===== src/rtl/spi_menu_seq.sv =====
module spi_menu_seq #(
  parameter  int BUF_BYTES = 64,
  parameter  int SCK_HALF  = 2,
  parameter  int CS_GAP    = 2,
  localparam int WIDX      = $clog2(BUF_BYTES / 4),
  localparam int AW        = (WIDX > 3 ? WIDX : 3) + 1
) (
  input  logic          clk,
  input  logic          rst_n,
  input  logic          reg_we,
  input  logic [AW-1:0] reg_addr,
  input  logic [31:0]   reg_wdata,
  output logic [31:0]   reg_rdata,
  output logic          spi_sclk,
  output logic          spi_cs_n,
  output logic          spi_mosi,
  input  logic          spi_miso
);
  localparam int CNT_W   = $clog2(BUF_BYTES);
  localparam int GAP_CYC = 2 * CS_GAP * SCK_HALF;
  localparam int DW      = $clog2(SCK_HALF + 1);
  localparam int GW      = $clog2(GAP_CYC + 1);
  localparam logic [AW-1:0] A_CTL = AW'(0);
  localparam logic [AW-1:0] A_STS = AW'(1);
  localparam logic [AW-1:0] A_ADR = AW'(2);
  localparam logic [AW-1:0] A_PFX = AW'(3);
  localparam logic [AW-1:0] A_TYP = AW'(4);
  localparam logic [AW-1:0] A_MLO = AW'(5);
  localparam logic [AW-1:0] A_MHI = AW'(6);

  typedef enum logic [2:0] {PH_IDLE, PH_PRE, PH_GAP, PH_OPC, PH_ADR, PH_DAT} phase_t;

  phase_t           ph_q;
  logic [15:0]      ctl_q, pfx_q, typ_q;
  logic [23:0]      adr_q;
  logic [63:0]      menu_q;
  logic [7:0]       buf_q [BUF_BYTES];
  logic             busy_q, done_q, err_q;
  logic             sclk_q, cs_n_q;
  logic [7:0]       tx_q, rx_q;
  logic [2:0]       bit_n;
  logic [CNT_W-1:0] byte_n;
  logic [DW-1:0]    div_q;
  logic [GW-1:0]    gap_q;

  logic [WIDX-1:0]  dw;
  logic [2:0]       cur_idx;
  logic [1:0]       cur_typ;
  logic             has_adr, is_wr, den, tick, byte_end, host_dwr, rx_store;
  logic [CNT_W-1:0] cur_cnt, nxt_byte;

  assign dw       = reg_addr[WIDX-1:0];
  assign cur_idx  = ctl_q[6:4];
  assign cur_typ  = typ_q[{cur_idx, 1'b0} +: 2];
  assign has_adr  = cur_typ[1];
  assign is_wr    = cur_typ[0];
  assign den      = ctl_q[14];
  assign cur_cnt  = ctl_q[8 +: CNT_W];
  assign nxt_byte = byte_n + 1'b1;
  assign tick     = (div_q == DW'(SCK_HALF - 1));
  assign byte_end = busy_q && ph_q != PH_IDLE && ph_q != PH_GAP && tick && sclk_q && bit_n == 3'd7;
  assign host_dwr = reg_we && !busy_q && reg_addr[AW-1];
  assign rx_store = byte_end && ph_q == PH_DAT && !is_wr;

  assign spi_sclk = sclk_q;
  assign spi_cs_n = cs_n_q;
  assign spi_mosi = tx_q[7];

  always_comb begin
    reg_rdata = '0;
    if (reg_addr[AW-1])
      reg_rdata = {buf_q[{dw, 2'd3}], buf_q[{dw, 2'd2}], buf_q[{dw, 2'd1}], buf_q[{dw, 2'd0}]};
    else
      case (reg_addr)
        A_CTL:   reg_rdata = {16'h0, ctl_q};
        A_STS:   reg_rdata = {29'h0, err_q, done_q, busy_q};
        A_ADR:   reg_rdata = {8'h0, adr_q};
        A_PFX:   reg_rdata = {16'h0, pfx_q};
        A_TYP:   reg_rdata = {16'h0, typ_q};
        A_MLO:   reg_rdata = menu_q[31:0];
        A_MHI:   reg_rdata = menu_q[63:32];
        default: reg_rdata = '0;
      endcase
  end

  always_ff @(posedge clk or negedge rst_n) begin
    if (!rst_n) begin
      for (int i = 0; i < BUF_BYTES; i++) buf_q[i] <= '0;
    end else if (host_dwr) begin
      buf_q[{dw, 2'd0}] <= reg_wdata[7:0];
      buf_q[{dw, 2'd1}] <= reg_wdata[15:8];
      buf_q[{dw, 2'd2}] <= reg_wdata[23:16];
      buf_q[{dw, 2'd3}] <= reg_wdata[31:24];
    end else if (rx_store) begin
      buf_q[byte_n] <= rx_q;
    end
  end

  always_ff @(posedge clk or negedge rst_n) begin
    if (!rst_n) begin
      ph_q   <= PH_IDLE;
      ctl_q  <= '0;
      pfx_q  <= '0;
      typ_q  <= '0;
      adr_q  <= '0;
      menu_q <= '0;
      busy_q <= 1'b0;
      done_q <= 1'b0;
      err_q  <= 1'b0;
      sclk_q <= 1'b0;
      cs_n_q <= 1'b1;
      tx_q   <= '0;
      rx_q   <= '0;
      bit_n  <= '0;
      byte_n <= '0;
      div_q  <= '0;
      gap_q  <= '0;
    end else begin
      if (reg_we && reg_addr == A_STS) begin
        if (reg_wdata[1]) done_q <= 1'b0;
        if (reg_wdata[2]) err_q  <= 1'b0;
      end
      if (reg_we && busy_q && reg_addr == A_CTL && reg_wdata[1]) err_q <= 1'b1;

      if (reg_we && !busy_q) begin
        case (reg_addr)
          A_CTL: begin
            ctl_q <= reg_wdata[15:0] & 16'hFFFD;
            if (reg_wdata[1]) begin
              busy_q <= 1'b1;
              cs_n_q <= 1'b0;
              sclk_q <= 1'b0;
              div_q  <= '0;
              bit_n  <= '0;
              byte_n <= '0;
              if (reg_wdata[3]) begin
                ph_q <= PH_PRE;
                tx_q <= reg_wdata[2] ? pfx_q[15:8] : pfx_q[7:0];
              end else begin
                ph_q <= PH_OPC;
                tx_q <= menu_q[{reg_wdata[6:4], 3'b000} +: 8];
              end
            end
          end
          A_ADR:   adr_q  <= reg_wdata[23:0];
          A_PFX:   pfx_q  <= reg_wdata[15:0];
          A_TYP:   typ_q  <= reg_wdata[15:0];
          A_MLO:   menu_q[31:0]  <= reg_wdata;
          A_MHI:   menu_q[63:32] <= reg_wdata;
          default: ;
        endcase
      end

      if (ph_q == PH_GAP) begin
        if (gap_q == GW'(GAP_CYC - 1)) begin
          ph_q   <= PH_OPC;
          cs_n_q <= 1'b0;
          tx_q   <= menu_q[{cur_idx, 3'b000} +: 8];
          div_q  <= '0;
          bit_n  <= '0;
        end else begin
          gap_q <= gap_q + 1'b1;
        end
      end else if (ph_q != PH_IDLE) begin
        if (!tick) begin
          div_q <= div_q + 1'b1;
        end else begin
          div_q <= '0;
          if (!sclk_q) begin
            sclk_q <= 1'b1;
            rx_q   <= {rx_q[6:0], spi_miso};
          end else begin
            sclk_q <= 1'b0;
            bit_n  <= bit_n + 1'b1;
            if (bit_n != 3'd7) begin
              tx_q <= {tx_q[6:0], 1'b0};
            end else begin
              case (ph_q)
                PH_PRE: begin
                  ph_q   <= PH_GAP;
                  cs_n_q <= 1'b1;
                  gap_q  <= '0;
                end
                PH_OPC: begin
                  byte_n <= '0;
                  if (has_adr) begin
                    ph_q <= PH_ADR;
                    tx_q <= adr_q[23:16];
                  end else if (den) begin
                    ph_q <= PH_DAT;
                    tx_q <= is_wr ? buf_q[0] : 8'h00;
                  end else begin
                    ph_q   <= PH_IDLE;
                    cs_n_q <= 1'b1;
                    busy_q <= 1'b0;
                    done_q <= 1'b1;
                  end
                end
                PH_ADR: begin
                  if (byte_n != CNT_W'(2)) begin
                    byte_n <= nxt_byte;
                    tx_q   <= (byte_n == '0) ? adr_q[15:8] : adr_q[7:0];
                  end else if (den) begin
                    byte_n <= '0;
                    ph_q   <= PH_DAT;
                    tx_q   <= is_wr ? buf_q[0] : 8'h00;
                  end else begin
                    ph_q   <= PH_IDLE;
                    cs_n_q <= 1'b1;
                    busy_q <= 1'b0;
                    done_q <= 1'b1;
                  end
                end
                PH_DAT: begin
                  if (byte_n == cur_cnt) begin
                    ph_q   <= PH_IDLE;
                    cs_n_q <= 1'b1;
                    busy_q <= 1'b0;
                    done_q <= 1'b1;
                  end else begin
                    byte_n <= nxt_byte;
                    tx_q   <= is_wr ? buf_q[nxt_byte] : 8'h00;
                  end
                end
                default: ph_q <= PH_IDLE;
              endcase
            end
          end
        end
      end
    end
  end
endmodule


===== config.mk =====
export PLATFORM = sky130hd
export DESIGN_NAME = spi_menu_seq
export DESIGN_NICKNAME = d
export VERILOG_FILES = /design/src/rtl/spi_menu_seq.sv
export SDC_FILE = /design/constraint.sdc
export NUM_CORES = 2
export LEC_CHECK = 0
export CORE_MARGIN = 2
export CORE_UTILIZATION = 40
export CTS_BUF_LIST = sky130_fd_sc_hd__clkbuf_4 sky130_fd_sc_hd__clkbuf_8 sky130_fd_sc_hd__clkbuf_16
export DETAILED_ROUTE_END_ITERATION = 12
export GPL_ROUTABILITY_DRIVEN = 0
export PLACE_DENSITY = 0.54
export SLEW_MARGIN = 10
export SYNTH_ARGS = -nofsm -noshare
export SYNTH_HDL_FRONTEND = slang
export SYNTH_SLANG_ARGS = --single-unit

===== constraint.sdc =====
create_clock -name clk -period 5.22 [get_ports clk]
set_input_delay 1.044 -clock clk [delete_from_list [all_inputs] [get_ports clk]]
set_output_delay 1.044 -clock clk [all_outputs]
set_load 0.03 [all_outputs]

==> metrics.md <==
| Metric | Value |
|---|---|
| Status | `complete, no violations` |
| Final Hold Fails | `0` |
| Final worst setup slack | `254 ps` |
| Cts hold-fix bufs | `0` |
| Startpoint Class | `primary input` |
| Vias in the first global route | `35669` |
| Yosys warning count | `0` |
| Relative slew margins | `16.3%` |
| Peak VDD IR | `0.314 mV` |
| Inserted Clock Buffers | `80` |
| Via/cell ratio | `7.76` |
| Largest net degree at the start of global routing | `146` |
| Syn Inst Count | `3365` |
| Sw Ratio | `40.0%` |
| Setup WS pre-CTS | `341 ps` |
| Critical path depth | `7` |
| Sw Pwr | `8.89 mW` |
| Delay-heaviest family, CP | `multiplexers` |
| Post-CTS Setup Bufs | `0` |
| Comb power frac | `35.5%` |
| Congestion Overflow GR | `0` |
| Worst path required time | `4180 ps` |
| All-Layer GR Usage | `37.7%` |
| Power per cell area | `474 nW/um^2` |
| Most frequent cell after synthesis | `dfrtp_1` |
| DR pass1 iterations | `7` |
| Max Slew Vio Count | `0` |
| Setup TNS | `0 ps` |
| Number of H-tree levels | `3` |
| Final net count | `3378` |
| Critical path's largest stage delay | `610 ps` |
| Mapped Area | `41600 um^2` |
| Layout area overhead | `12.8%` |
| Number of synthesized flops with an enable pin | `0` |
| Worst slew pin tran | `1250 ps` |
| Post-CTS Resized | `0` |
| Seq/Total Area, Yosys | `41.2%` |
| Share of cells above drive strength 1 | `27.9%` |
| Buffers added on ports | `75` |
| Share of the synthesized area in the top cell type | `41.2%` |
| Iter 0 DRT Violations | `6314` |
| Endpoints failing setup | `0` |
| CTS tree | `done` |
| CP Max Fanout | `62` |
| Tmin final | `4970 ps` |
| Worst setup EP type | `output port` |
| Global-route wire length before repair | `285000 um` |
| Async S/R FF share, synth | `100%` |
| Avg Synthesized Cell Area | `12.4 um^2` |
| Fin crit share | `95.1%` |
| Core Area | `103000 um^2` |
| RSZ-0062 raised after global routing | `no` |
| R2R cell count | `9` |
| Clock transition at path regs | `60 ps` |
| Max Freq | `201 MHz` |
| Die ar. | `107000 um^2` |
| Initial antenna violation count | `26` |
| DIE WIDTH | `327 um` |
| DR WL/cell | `42.7 um` |
| WS Path Type | `in2out` |
| Arrival time worst endpoint | `3920 ps` |
| Die height | `327 um` |
| Vias | `37046` |
| Int Power | `13.4 mW` |
| Clk root buf | `clkbuf_16` |
| Worst-path cell chain | `buf_8, buf_4, mux4_2, mux4_2, nand2_1, nand4_1, buf_12` |
| Remaining DRCs | `0` |
| Clk sinks | `686` |
| Rows | `118` |
| Worst path bufs/invs | `3` |
| CP max-delay cell | `mux4_2` |
| Count of state elements after synthesis | `686` |
| Main flop type after synthesis | `dfrtp_1` |
| Most common library cells after synthesis | `685 x dfrtp_1, 506 x o21a_1, 505 x o221ai_1` |
| Clk pwr share | `26.2%` |
| Total routed wirelength | `204000 um` |
| Sequential fraction of design power | `38.3%` |
| Max capacitance violation total | `0` |
| Post-Syn Nets | `3412` |
| Routed Antenna Nets | `0` |
| Total power | `22.2 mW` |
| Number of distinct library cells after synthesis | `63` |
| Clock Skew | `40.4 ps` |
| Post-DP HPWL | `143000 um` |
| LEAKAGE | `17.2 nW` |
| Top cell by count, worst path | `mux4_2` |
| Min-Delay Path Class | `in2async` |
| Deepest clock path buffer count | `3` |
| IO Pins | `76` |
| Synth area leaders | `dfrtp_1 41%, mux4_2 19%, o221ai_1 11%` |
| Worst-Skew Late Latency | `690 ps` |
| Initial Utilization | `40.3%` |
| Post-synth top area cell | `dfrtp_1` |
[kinds of logic (layout without fill, tap and decap cells)]
logic type | count (synthesis) | in the layout | share of synthesized area [%]
xor gates and xnor gates | 15 | 15 | 0.316
and+or+nand+nor | 473 | 473 | 5.13
buffers and inverters | 370 | 395 | 4.43
adders and majority gates | 6 | 6 | 0.180
AOI/OAI and AO/OA | 1296 | 1296 | 25.5
other | 0 | 6 | 0
muxes | 519 | 519 | 23.2
DFF | 686 | 686 | 41.2
[metal layers]
metal	up-vias	wire length [um]	GRT usage [%]
met5	-	198	0.177
met1	18991	70500	46.0
met3	912	31600	17.7
met4	32	17700	25.6
li1	13799	-	-
met2	3312	83800	52.8
[cells in the final DEF (no fill, tap or decap), types with 10 or more instances in the layout]
| cell type | n |
|---|---|
| mux4_2 | 342 |
| clkbuf_4 | 22 |
| clkdlybuf4s50_1 | 37 |
| nand2_2 | 10 |
| mux2i_1 | 27 |
| clkbuf_16 | 81 |
| nor2b_1 | 16 |
| o21ai_4 | 40 |
| a21oi_1 | 22 |
| and2_1 | 11 |
| a32oi_1 | 11 |
| nand3_1 | 53 |
| clkinv_2 | 10 |
| nand2_1 | 254 |
| o21ai_2 | 23 |
| buf_4 | 153 |
| a22oi_1 | 59 |
| buf_12 | 52 |
| o21ai_0 | 56 |
| and3_1 | 17 |
| dfrtp_1 | 684 |
| nand4_1 | 23 |
| nor2_1 | 38 |
| o221ai_1 | 505 |
| clkbuf_8 | 18 |
| o21a_1 | 506 |
| mux2_2 | 150 |
[metrics by stage]
stage	cell area [um^2]	hold slack (ps)	cells	util [%]
floorplan	41600	448	3365	-
global placement	44300	468	4629	42.9
detailed placement	44300	471	4629	42.9
CTS	47000	285	4770	45.4
global route	47000	296	4771	45.4
finish	47000	281	4776	45.4
[sequential cells by signal, indices dropped and copies added, names as in the netlist, 3 cells and up]
signal	cells
menu_q	64
typ_q	16
pfx_q	16
byte_n	6
gap_q	4
rx_q	8
ctl_q	15
adr_q	24
tx_q	8
ph_q	3
bit_n	3
buf_q	512
[layout make-up]
class	instances	area [um^2]
Fill cell	9373	56400
Multi-Input combinational cell	2309	22800
Sequential cell	686	17200
Timing Repair Buffer	248	2620
Clock buffer	121	2440
Tap cell	1380	1730
Clock inverter	20	210
Inverter	6	22.5
Antenna cell	6	15.0
[worst paths after layout]
check	endpoint	from	slack, ps
hold / removal	buf_q[503]	rst_n	280
hold reg to reg	spi_cs_n	spi_cs_n	480
min in group clk	spi_cs_n	spi_cs_n	480
max in group asynchronous	buf_q[234]	rst_n	3670
setup reg to reg	tx_q[4]	byte_n[1]	490
setup / recovery	reg_rdata[4]	reg_addr[0]	250
[power by group through the flow]
| stage | clock (mW) | combinational [mW] | sequential (mW) |
|---|---|---|---|
| floorplan | 0 | 4.80 | 7.33 |
| global placement | 0 | 7.35 | 8.39 |
| detailed placement | 0 | 7.49 | 8.43 |
| CTS | 5.82 | 7.51 | 8.34 |
| global route | 6.02 | 8.02 | 8.52 |
| finish | 5.84 | 7.89 | 8.52 |
Power figures use the tool's default switching activity.
